[src/rtl/sgc_pkg.sv]
package sgc_pkg;

  parameter int unsigned SGC_NCH = 2;

  typedef enum logic {
    UPD_SHIFT = 1'b0,
    UPD_TRACK = 1'b1
  } upd_mode_e;

endpackage

[src/rtl/sgc_rst_sync.sv]
module sgc_rst_sync #(
  parameter int unsigned STAGES = 2
) (
  input  logic clk,
  input  logic rst_n,
  output logic rst_sn
);

  logic [STAGES-1:0] chain_q;

  always_ff @(posedge clk or negedge rst_n) begin
    if (!rst_n) begin
      chain_q <= '0;
    end else begin
      chain_q <= {chain_q[STAGES-2:0], 1'b1};
    end
  end

  assign rst_sn = chain_q[STAGES-1];

endmodule

[src/rtl/sgc_sync.sv]
module sgc_sync #(
  parameter int unsigned WIDTH  = 1,
  parameter int unsigned STAGES = 2
) (
  input  logic             clk,
  input  logic             rst_sn,
  input  logic [WIDTH-1:0] d,
  output logic [WIDTH-1:0] q
);

  logic [WIDTH-1:0] stg_q [STAGES];

  always_ff @(posedge clk or negedge rst_sn) begin
    if (!rst_sn) begin
      for (int i = 0; i < int'(STAGES); i++) begin
        stg_q[i] <= '0;
      end
    end else begin
      stg_q[0] <= d;
      for (int i = 1; i < int'(STAGES); i++) begin
        stg_q[i] <= stg_q[i-1];
      end
    end
  end

  assign q = stg_q[STAGES-1];

endmodule

[src/rtl/sgc_front.sv]
module sgc_front
  import sgc_pkg::*;
#(
  parameter int unsigned GAIN_W = 6
) (
  input  logic                  clk,
  input  logic                  rst_sn,
  input  logic                  sclk_s,
  input  logic                  sen_s,
  input  logic                  sdata_s,
  input  logic                  smode_s,
  input  logic                  chsel_s,
  output logic [SGC_NCH-1:0]    load_v,
  output logic [GAIN_W-1:0]     load_word,
  output logic [SGC_NCH-1:0]    step_v,
  output logic                  step_up
);

  localparam int unsigned CNT_W = $clog2(GAIN_W + 1);
  localparam logic [CNT_W-1:0] CNT_FULL = CNT_W'(GAIN_W);

  logic              sclk_d_q, sen_d_q, ch_q;
  logic [GAIN_W-1:0] sh_q, sh_n;
  logic [CNT_W-1:0]  cnt_q, cnt_n;
  logic              sclk_rise, sen_rise, sen_fall;
  logic              ch_eff, shift_en, track_ev, commit;
  logic              ch_en, cnt_en;
  upd_mode_e         mode;

  assign mode      = upd_mode_e'(smode_s);
  assign sclk_rise = sclk_s & ~sclk_d_q;
  assign sen_rise  = sen_s & ~sen_d_q;
  assign sen_fall  = ~sen_s & sen_d_q;
  assign ch_eff    = sen_rise ? chsel_s : ch_q;
  assign shift_en  = sen_s & sclk_rise & (mode == UPD_SHIFT);
  assign track_ev  = sen_s & sclk_rise & (mode == UPD_TRACK);
  assign commit    = sen_fall & (mode == UPD_SHIFT) & (cnt_q == CNT_FULL);
  assign ch_en     = sen_rise;
  assign cnt_en    = sen_rise | shift_en;

  always_comb begin
    sh_n  = sh_q;
    cnt_n = sen_rise ? '0 : cnt_q;
    if (shift_en) begin
      sh_n = {sh_q[GAIN_W-2:0], sdata_s};
      if (cnt_n != CNT_FULL) begin
        cnt_n = cnt_n + 1'b1;
      end
    end
  end

  always_ff @(posedge clk or negedge rst_sn) begin
    if (!rst_sn) begin
      sclk_d_q <= 1'b0;
      sen_d_q  <= 1'b0;
      ch_q     <= 1'b0;
      sh_q     <= '0;
      cnt_q    <= '0;
    end else begin
      sclk_d_q <= sclk_s;
      sen_d_q  <= sen_s;
      if (ch_en)    ch_q  <= chsel_s;
      if (shift_en) sh_q  <= sh_n;
      if (cnt_en)   cnt_q <= cnt_n;
    end
  end

  always_comb begin
    load_v = '0;
    step_v = '0;
    if (commit)   load_v[ch_q]   = 1'b1;
    if (track_ev) step_v[ch_eff] = 1'b1;
  end

  assign load_word = sh_q;
  assign step_up   = sdata_s;

endmodule

[src/rtl/sgc_gain_reg.sv]
module sgc_gain_reg #(
  parameter int unsigned GAIN_W = 6
) (
  input  logic              clk,
  input  logic              rst_sn,
  input  logic              load,
  input  logic [GAIN_W-1:0] word,
  input  logic              step,
  input  logic              up,
  output logic [GAIN_W-1:0] gain
);

  localparam logic [GAIN_W-1:0] G_MAX = '1;
  localparam logic [GAIN_W-1:0] G_MIN = '0;

  logic [GAIN_W-1:0] gain_q, gain_n;
  logic              gain_en;

  assign gain_en = load | step;

  always_comb begin
    gain_n = gain_q;
    if (load) begin
      gain_n = word;
    end else if (step) begin
      if (up) begin
        if (gain_q != G_MAX) gain_n = gain_q + 1'b1;
      end else begin
        if (gain_q != G_MIN) gain_n = gain_q - 1'b1;
      end
    end
  end

  always_ff @(posedge clk or negedge rst_sn) begin
    if (!rst_sn) begin
      gain_q <= '0;
    end else if (gain_en) begin
      gain_q <= gain_n;
    end
  end

  assign gain = gain_q;

endmodule

[src/rtl/sgc_dual_gain.sv]
module sgc_dual_gain
  import sgc_pkg::*;
#(
  parameter int unsigned GAIN_W      = 6,
  parameter int unsigned SYNC_STAGES = 2
) (
  input  logic              clk,
  input  logic              rst_n,
  input  logic              sclk,
  input  logic              sen,
  input  logic              sdata,
  input  logic              smode,
  input  logic              chsel,
  input  logic [1:0]        amp_dis_req,
  output logic [GAIN_W-1:0] gain0,
  output logic [GAIN_W-1:0] gain1,
  output logic [1:0]        amp_off
);

  localparam int unsigned IN_W = 5 + SGC_NCH;

  logic                          rst_sn;
  logic [IN_W-1:0]               raw_in, syn_in;
  logic [SGC_NCH-1:0]            load_v, step_v;
  logic [GAIN_W-1:0]             load_word;
  logic                          step_up;
  logic [SGC_NCH-1:0][GAIN_W-1:0] gain_q;

  sgc_rst_sync #(.STAGES(SYNC_STAGES)) u_rst (
    .clk    (clk),
    .rst_n  (rst_n),
    .rst_sn (rst_sn)
  );

  assign raw_in = {amp_dis_req, chsel, smode, sdata, sen, sclk};

  sgc_sync #(.WIDTH(IN_W), .STAGES(SYNC_STAGES)) u_sync (
    .clk    (clk),
    .rst_sn (rst_sn),
    .d      (raw_in),
    .q      (syn_in)
  );

  sgc_front #(.GAIN_W(GAIN_W)) u_front (
    .clk       (clk),
    .rst_sn    (rst_sn),
    .sclk_s    (syn_in[0]),
    .sen_s     (syn_in[1]),
    .sdata_s   (syn_in[2]),
    .smode_s   (syn_in[3]),
    .chsel_s   (syn_in[4]),
    .load_v    (load_v),
    .load_word (load_word),
    .step_v    (step_v),
    .step_up   (step_up)
  );

  for (genvar c = 0; c < SGC_NCH; c++) begin : g_ch
    sgc_gain_reg #(.GAIN_W(GAIN_W)) u_reg (
      .clk    (clk),
      .rst_sn (rst_sn),
      .load   (load_v[c]),
      .word   (load_word),
      .step   (step_v[c]),
      .up     (step_up),
      .gain   (gain_q[c])
    );
  end

  assign gain0   = gain_q[0];
  assign gain1   = gain_q[1];
  assign amp_off = syn_in[IN_W-1:5];

endmodule

[config.mk]
export PLATFORM = sky130hd
export DESIGN_NAME = sgc_dual_gain
export DESIGN_NICKNAME = d
export VERILOG_FILES = /design/src/rtl/sgc_pkg.sv /design/src/rtl/sgc_rst_sync.sv /design/src/rtl/sgc_sync.sv /design/src/rtl/sgc_front.sv /design/src/rtl/sgc_gain_reg.sv /design/src/rtl/sgc_dual_gain.sv
export SDC_FILE = /design/constraint.sdc
export NUM_CORES = 1
export LEC_CHECK = 0
export BUFFER_PORTS_ARGS = -buffer_cell sky130_fd_sc_hd__buf_4
export CORE_MARGIN = 2
export CORE_UTILIZATION = 57
export DETAILED_ROUTE_END_ITERATION = 8
export PLACE_DENSITY = 0.83
export SKIP_LAST_GASP = 1
export SLEW_MARGIN = 0
export SYNTH_ARGS = -nofsm -noshare
export SYNTH_HDL_FRONTEND = slang
export SYNTH_SLANG_ARGS = --single-unit
[constraint.sdc]
create_clock -name clk -period 1.6 [get_ports clk]
set_clock_uncertainty 0.15 [all_clocks]
set_input_delay 0.48 -clock clk [delete_from_list [all_inputs] [get_ports clk]]
set_output_delay 0.48 -clock clk [all_outputs]
set_load 0.01 [all_outputs]
======== After elaboration in Yosys (flattened, before gate mapping) ========
Cells that the tools add are included.
W data, S select, Z words.
storage, ports and cells
  register bits ........................... 40
  bits of input ports ..................... 9
  output and inout bits ................... 14
  logic and storage cells ................. 70
cells by class
  add/sub/neg operators ................... 5
  $lt $le $gt $ge ......................... 4
  eq/ne operators ......................... 6
  multiplexer cells ....................... 20
  bitwise gates (word level) .............. 15
  reduce and logical (&&, ||, !) cells .... 10
operator list
  kind                   count
  $mux W6                10
  $add A6 B1 Y6 const B  2
  $ne A6 B6 Y1 const B   2
  $reduce_bool A6 Y1     2
  $sub A6 B1 Y6 const B  2
  $mux W3                3
  $and A1 B1 Y1          8
  $reduce_and A4 Y1      2
  $ne A3 B2 Y1 const B   2
  $reduce_bool A3 Y1     2
  $lt A1 B2 Y1 const B   2
  $mux W2                2
  $not A1 Y1             4
  $reduce_bool A2 Y1     2
  $add A3 B1 Y3 const B  1
  $eq A3 B3 Y1 const B   1
  $mux W1                3
  $ne A3 B3 Y1 const B   1
  $or A1 B1 Y1           3
  $demux W1 S1           2
  $ge A1 B1 Y1 const B   2
  $logic_and A1 B1 Y1    2

======== Longest topological paths before layout ========
  depth after elaboration ................. 10
  depth in mapped cells ................... 8
  depth with buffers taken out ............ 8

======== Hierarchy ========
A second synthesis with hierarchy kept.
unflattened totals
  cell total of the unflattened synthesis .. 181
  area, all modules ....................... 2029.4 um^2
by module, submodules not included
  module                        times used  cells each  area an instance (um^2)
  sgc_front                     1           47          560.5
  sgc_gain_reg (g_ch[0].u_reg)  1           55          506.7
  sgc_gain_reg (g_ch[1].u_reg)  1           55          505.5
  sgc_sync                      1           21          402.9
  sgc_rst_sync                  1           3           53.8

======== Worst setup path after synthesis ========
OpenSTA, ideal clock, no wires.
  kind .................................... register to register
  start ................................... reg u_sync.stg_q, in the netlist u_sync.q[2]
  end ..................................... reg g_ch[1].u_reg.gain_q[5]
  setup time .............................. 0.126 ns
  data arrival time ....................... 2.351 ns
  setup slack ............................. -1.027 ns
  cell stages (with the launch flop) ...... 9
  period minus slack after synthesis ...... 2.627 ns
  cell sequence ........................... dfrtp_1 > clkbuf_1 > inv_1 > ha_1 > o21ai_0 > o211a_1 > a2111oi_0 > mux2i_1 > a221o_1
on the way
  word-level cells in the longest chain between the ends .. 3
RTL lines
  item                              RTL line            text
  start: declaration                sgc_sync.sv:11      logic [WIDTH-1:0] stg_q [STAGES];
  start signal: indexed assignment  sgc_sync.sv:21      stg_q[i] <= stg_q[i-1];
  $mux W6                           sgc_gain_reg.sv:26  if (up) begin
  $mux W6                           sgc_gain_reg.sv:25  end else if (step) begin
  $mux W6                           sgc_gain_reg.sv:23  if (load) begin
  end signal: assignment            sgc_gain_reg.sv:38  gain_q <= gain_n;
  end: declaration                  sgc_gain_reg.sv:16  logic [GAIN_W-1:0] gain_q, gain_n;
Several ways; a longest one is shown, not always the timed one. The select of a mux whose other input is x is not followed.
A chain may end at the register's enable or synchronous reset.

======== Worst setup path in the final report ========
  start ................................... reg g_ch[0].u_reg.gain_q[2]
  end ..................................... reg g_ch[0].u_reg.gain_q[0]
on the way
  word-level cells in the longest chain between the ends .. 3
RTL lines
  item                                                                 RTL line
  start: declaration                                                   sgc_gain_reg.sv:16
  start signal: assignment                                             sgc_gain_reg.sv:38
  $ne A6 B6 Y1 or $reduce_bool A6 Y1 (tied branches)                   sgc_gain_reg.sv:27, sgc_gain_reg.sv:29
  $ne A3 B2 Y1 (no source line) or $reduce_bool A3 Y1 (tied branches)  n/a
  $reduce_and A4 Y1 (no source line) *                                 n/a
Mark *: on every way between the ends. The rest lies on a longest branch, timed or not.

==> flow_summary.json <==
{
  "vias": 2131,
  "synth_area_per_cell_um2": 12.0,
  "cts_tree": "built",
  "multi_input_area_um2": 1150,
  "use_met2_pct": 61.1,
  "routed_wl_um": 8640,
  "path_clk_slew_ps": 140,
  "syn_area_um2": 1930,
  "rows": 21,
  "dieArea_um2": 3870,
  "violations": "negative setup slack",
  "synth_simple_gate_area_share_pct": 13.7,
  "worst-r2r-cell-count": 6,
  "synthTopCellsByArea": "dfrtp_1 52%, ha_1 6.5%, a221o_1 5.2%",
  "synth_xor_area_share_pct": 1.81,
  "syn_inst": 161,
  "grt_overflow_total": 0,
  "ys_ff_latch": 40,
  "core-area_um2": 3280,
  "grt_pass1_vias": 2017,
  "initial_core_util_pct": 58.8,
  "gp_congestion": 0.960,
  "yosysTopAreaCellShare_pct": 51.8,
  "ctsLongestPathBuffers": 2,
  "io_pins": 23,
  "synth_fa_ha_area_share_pct": 8.55,
  "antenna_found_initial": 0,
  "period_share_pct": 145,
  "cts_made_buffers": 5,
  "drtPass1Iterations": 7,
  "worstHoldEndpoint": "u_sync.stg_q[8]$_DFF_PN0_",
  "synth.most_common_cell": "dfrtp_1",
  "synth_compound_area_share_pct": 15.4,
  "use_met3_pct": 8.15,
  "setup_tns_ps": -9760,
  "drive_gt1_share_pct": 59.0,
  "clock_sinks": 40,
  "layoutNonFillerInstCount": 302,
  "grt_use_met1_pct": 41.4,
  "p_per_area_nw_per_um2": 1760,
  "die_h_um": 62.2,
  "drtIter0Drc": 201,
  "cp.required_ps": 1720,
  "ctsHtreeMaxLevel": 2,
  "cts-root-buf": "clkbuf_4",
  "rsz0062_at_grt": "true",
  "cp_max_fo": 6,
  "finalSetupViolCount": 33,
  "cap_viol_max_count": 0,
  "portBuffers": 22,
  "fmax_mhz": 432,
  "areaGrowthSynthToFinish_pct": 59.9,
  "yosys_warnings": 0,
  "synth_edf_count": 0,
  "r2r-end": "g_ch[0].u_reg.gain[0]$_DFFE_PN0P_",
  "fin_nets": 276,
  "yosysTopAreaCell": "dfrtp_1",
  "seq_area_um2": 1010,
  "route.detailed.drc": 0,
  "synth_top_family_by_area": "compound AO/OA/AOI/OAI gates",
  "syn_nets": 182,
  "place_ws_ps": -738,
  "hold_depth": 1,
  "slew_violations": 0,
  "ant_nets": 0,
  "die_x_um": 62.2,
  "ys_types": 43,
  "hpwl_um": 3690,
  "muxShareOfSynthArea_pct": 5.83,
  "holdWs_ps": 48.8,
  "crit_type": "reg2reg",
  "p_leak_nw": 1.43,
  "final_util_pct": 94.1,
  "r2r_setup_slack_ps": -710,
  "arrival_ps": 2430,
  "end_kind": "flop",
  "final.fill_count": 85,
  "vdd_drop_max_uv": 1320,
  "hold_viol_final": 0,
  "grt.busiest_layer": "met2",
  "hp-start": "sen",
  "period_minus_slack_ps": 2310,
  "ys_seq_area_share_pct": 51.8,
  "dpl.cell_count": 274,
  "grt_max_degree": 21,
  "async_flop_share_pct": 100,
  "worstSkewPairLatency_ps": 380,
  "r2r-start": "g_ch[0].u_reg.gain[2]$_DFFE_PN0P_",
  "ys.flop_type": "dfrtp_1",
  "hold_class": "in2reg",
  "status": "finished, violations left",
  "wl_per_cell_um": 28.6,
  "layout_setup_ws_ps": -714,
  "start_kind": "flop",
  "via_per_inst": 7.06,
  "grt_usage_pct": 35.7,
  "grt_pass1_wl_um": 10300,
  "diodes": 0,
  "synth_commonest_cells": "40 x dfrtp_1, 11 x nor2_1, 10 x a221o_1, 10 x ha_1"
}
routing by layer:
metal / up-vias / wire length (um)
met4: 0 / 968
met1: 1022 / 2900
li1: 790 / -
met3: 100 / 863
met5: - / 0
met2: 219 / 3910
worst max-delay path by stage:
stage                                       from                           endpoint  slack [ps]  cells past startpoint
2_1_floorplan          u_front.sen_d_q$_DFF_PN0_  g_ch[0].u_reg.gain[5]$_DFFE_PN0P_        -530                      6
5_1_grt                    u_sync.q[2]$_DFF_PN0_  g_ch[1].u_reg.gain[5]$_DFFE_PN0P_        -730                      7
6_report       g_ch[0].u_reg.gain[2]$_DFFE_PN0P_  g_ch[0].u_reg.gain[0]$_DFFE_PN0P_        -710                      6
4_1_cts                    u_sync.q[2]$_DFF_PN0_  g_ch[0].u_reg.gain[5]$_DFFE_PN0P_        -560                      8
3_5_place_dp               u_sync.q[2]$_DFF_PN0_  g_ch[0].u_reg.gain[5]$_DFFE_PN0P_        -740                      7
3_3_place_gp               u_sync.q[2]$_DFF_PN0_  g_ch[0].u_reg.gain[5]$_DFFE_PN0P_        -590                      7
timing repair:
item,4_1_cts,5_1_grt
buffers inserted,13,7
pin swaps,12,8
hold buffers,1,0
gates cloned,1,0
resized for setup,55,20
hold endpoints to repair,2,0
setup endpoints to repair,31,33
flip-flops by register name, indices dropped and copies added, names as in the netlist:
signal,cells
g_ch.u_reg.gain,12
u_sync.q,7
u_sync.stg_q,7
u_front.load_word,6
u_front.cnt_q,3
u_rst.chain_q,2
u_front.ch_q,1
u_front.sclk_d_q,1
u_front.sen_d_q,1
power breakdown:
part / internal (mW) / switching [mW] / total (mW)
Clock: 0.173 / 0.411 / 0.585
Combinational: 1.76 / 1.49 / 3.25
Sequential: 1.24 / 0.347 / 1.59
Total: 3.18 / 2.25 / 5.42
stage by stage:
stage / instance area, um^2 / power, mW
after floorplan: 2010 / 2.47
after global placement: 2560 / 3.42
after detailed placement: 2560 / 3.55
after CTS: 2950 / 4.58
after global routing: 3090 / 5.55
final: 3090 / 5.42
critical path, stage by stage, from the launching register on:
cell,delay (ps)
dfrtp_2,480
or4_4,560
nor4_4,220
or4b_4,230
buf_4,170
nor2_1,80
a221o_1,300
layout make-up:
class                   count  area share [%]
well taps                  46            1.86
clock buffers               5            1.22
inverters                   7            1.09
multi-input cells         110            37.1
repair buffers             91            25.2
flip-flops and latches     40            32.7
clock inverters             3           0.770
placed cells by master, fill, tap and decap left out, drive strengths merged, types with 4 or more instances in the layout:
cell / netlist / layout
mux2: 7 / 7
a211oi: 4 / 4
nor2: 11 / 11
buf: 3 / 90
a21oi: 5 / 5
dfrtp: 40 / 40
nand2: 7 / 7
nor3b: 5 / 5
a221o: 10 / 10
a21o: 4 / 4
clkbuf: 1 / 5
nor3: 4 / 4
ha: 10 / 10
nand3: 4 / 4
inv: 7 / 7
cell families after synthesis:
logic type / count (synthesis)
other: 1
AND/OR/NAND/NOR: 46
XOR/XNOR: 4
multiplexers: 10
flip-flops: 40
AO/OA/AOI/OAI: 37
adder cells (fa/ha/maj): 12
buffers and inverters: 11
(Power assumes the default switching activity.)
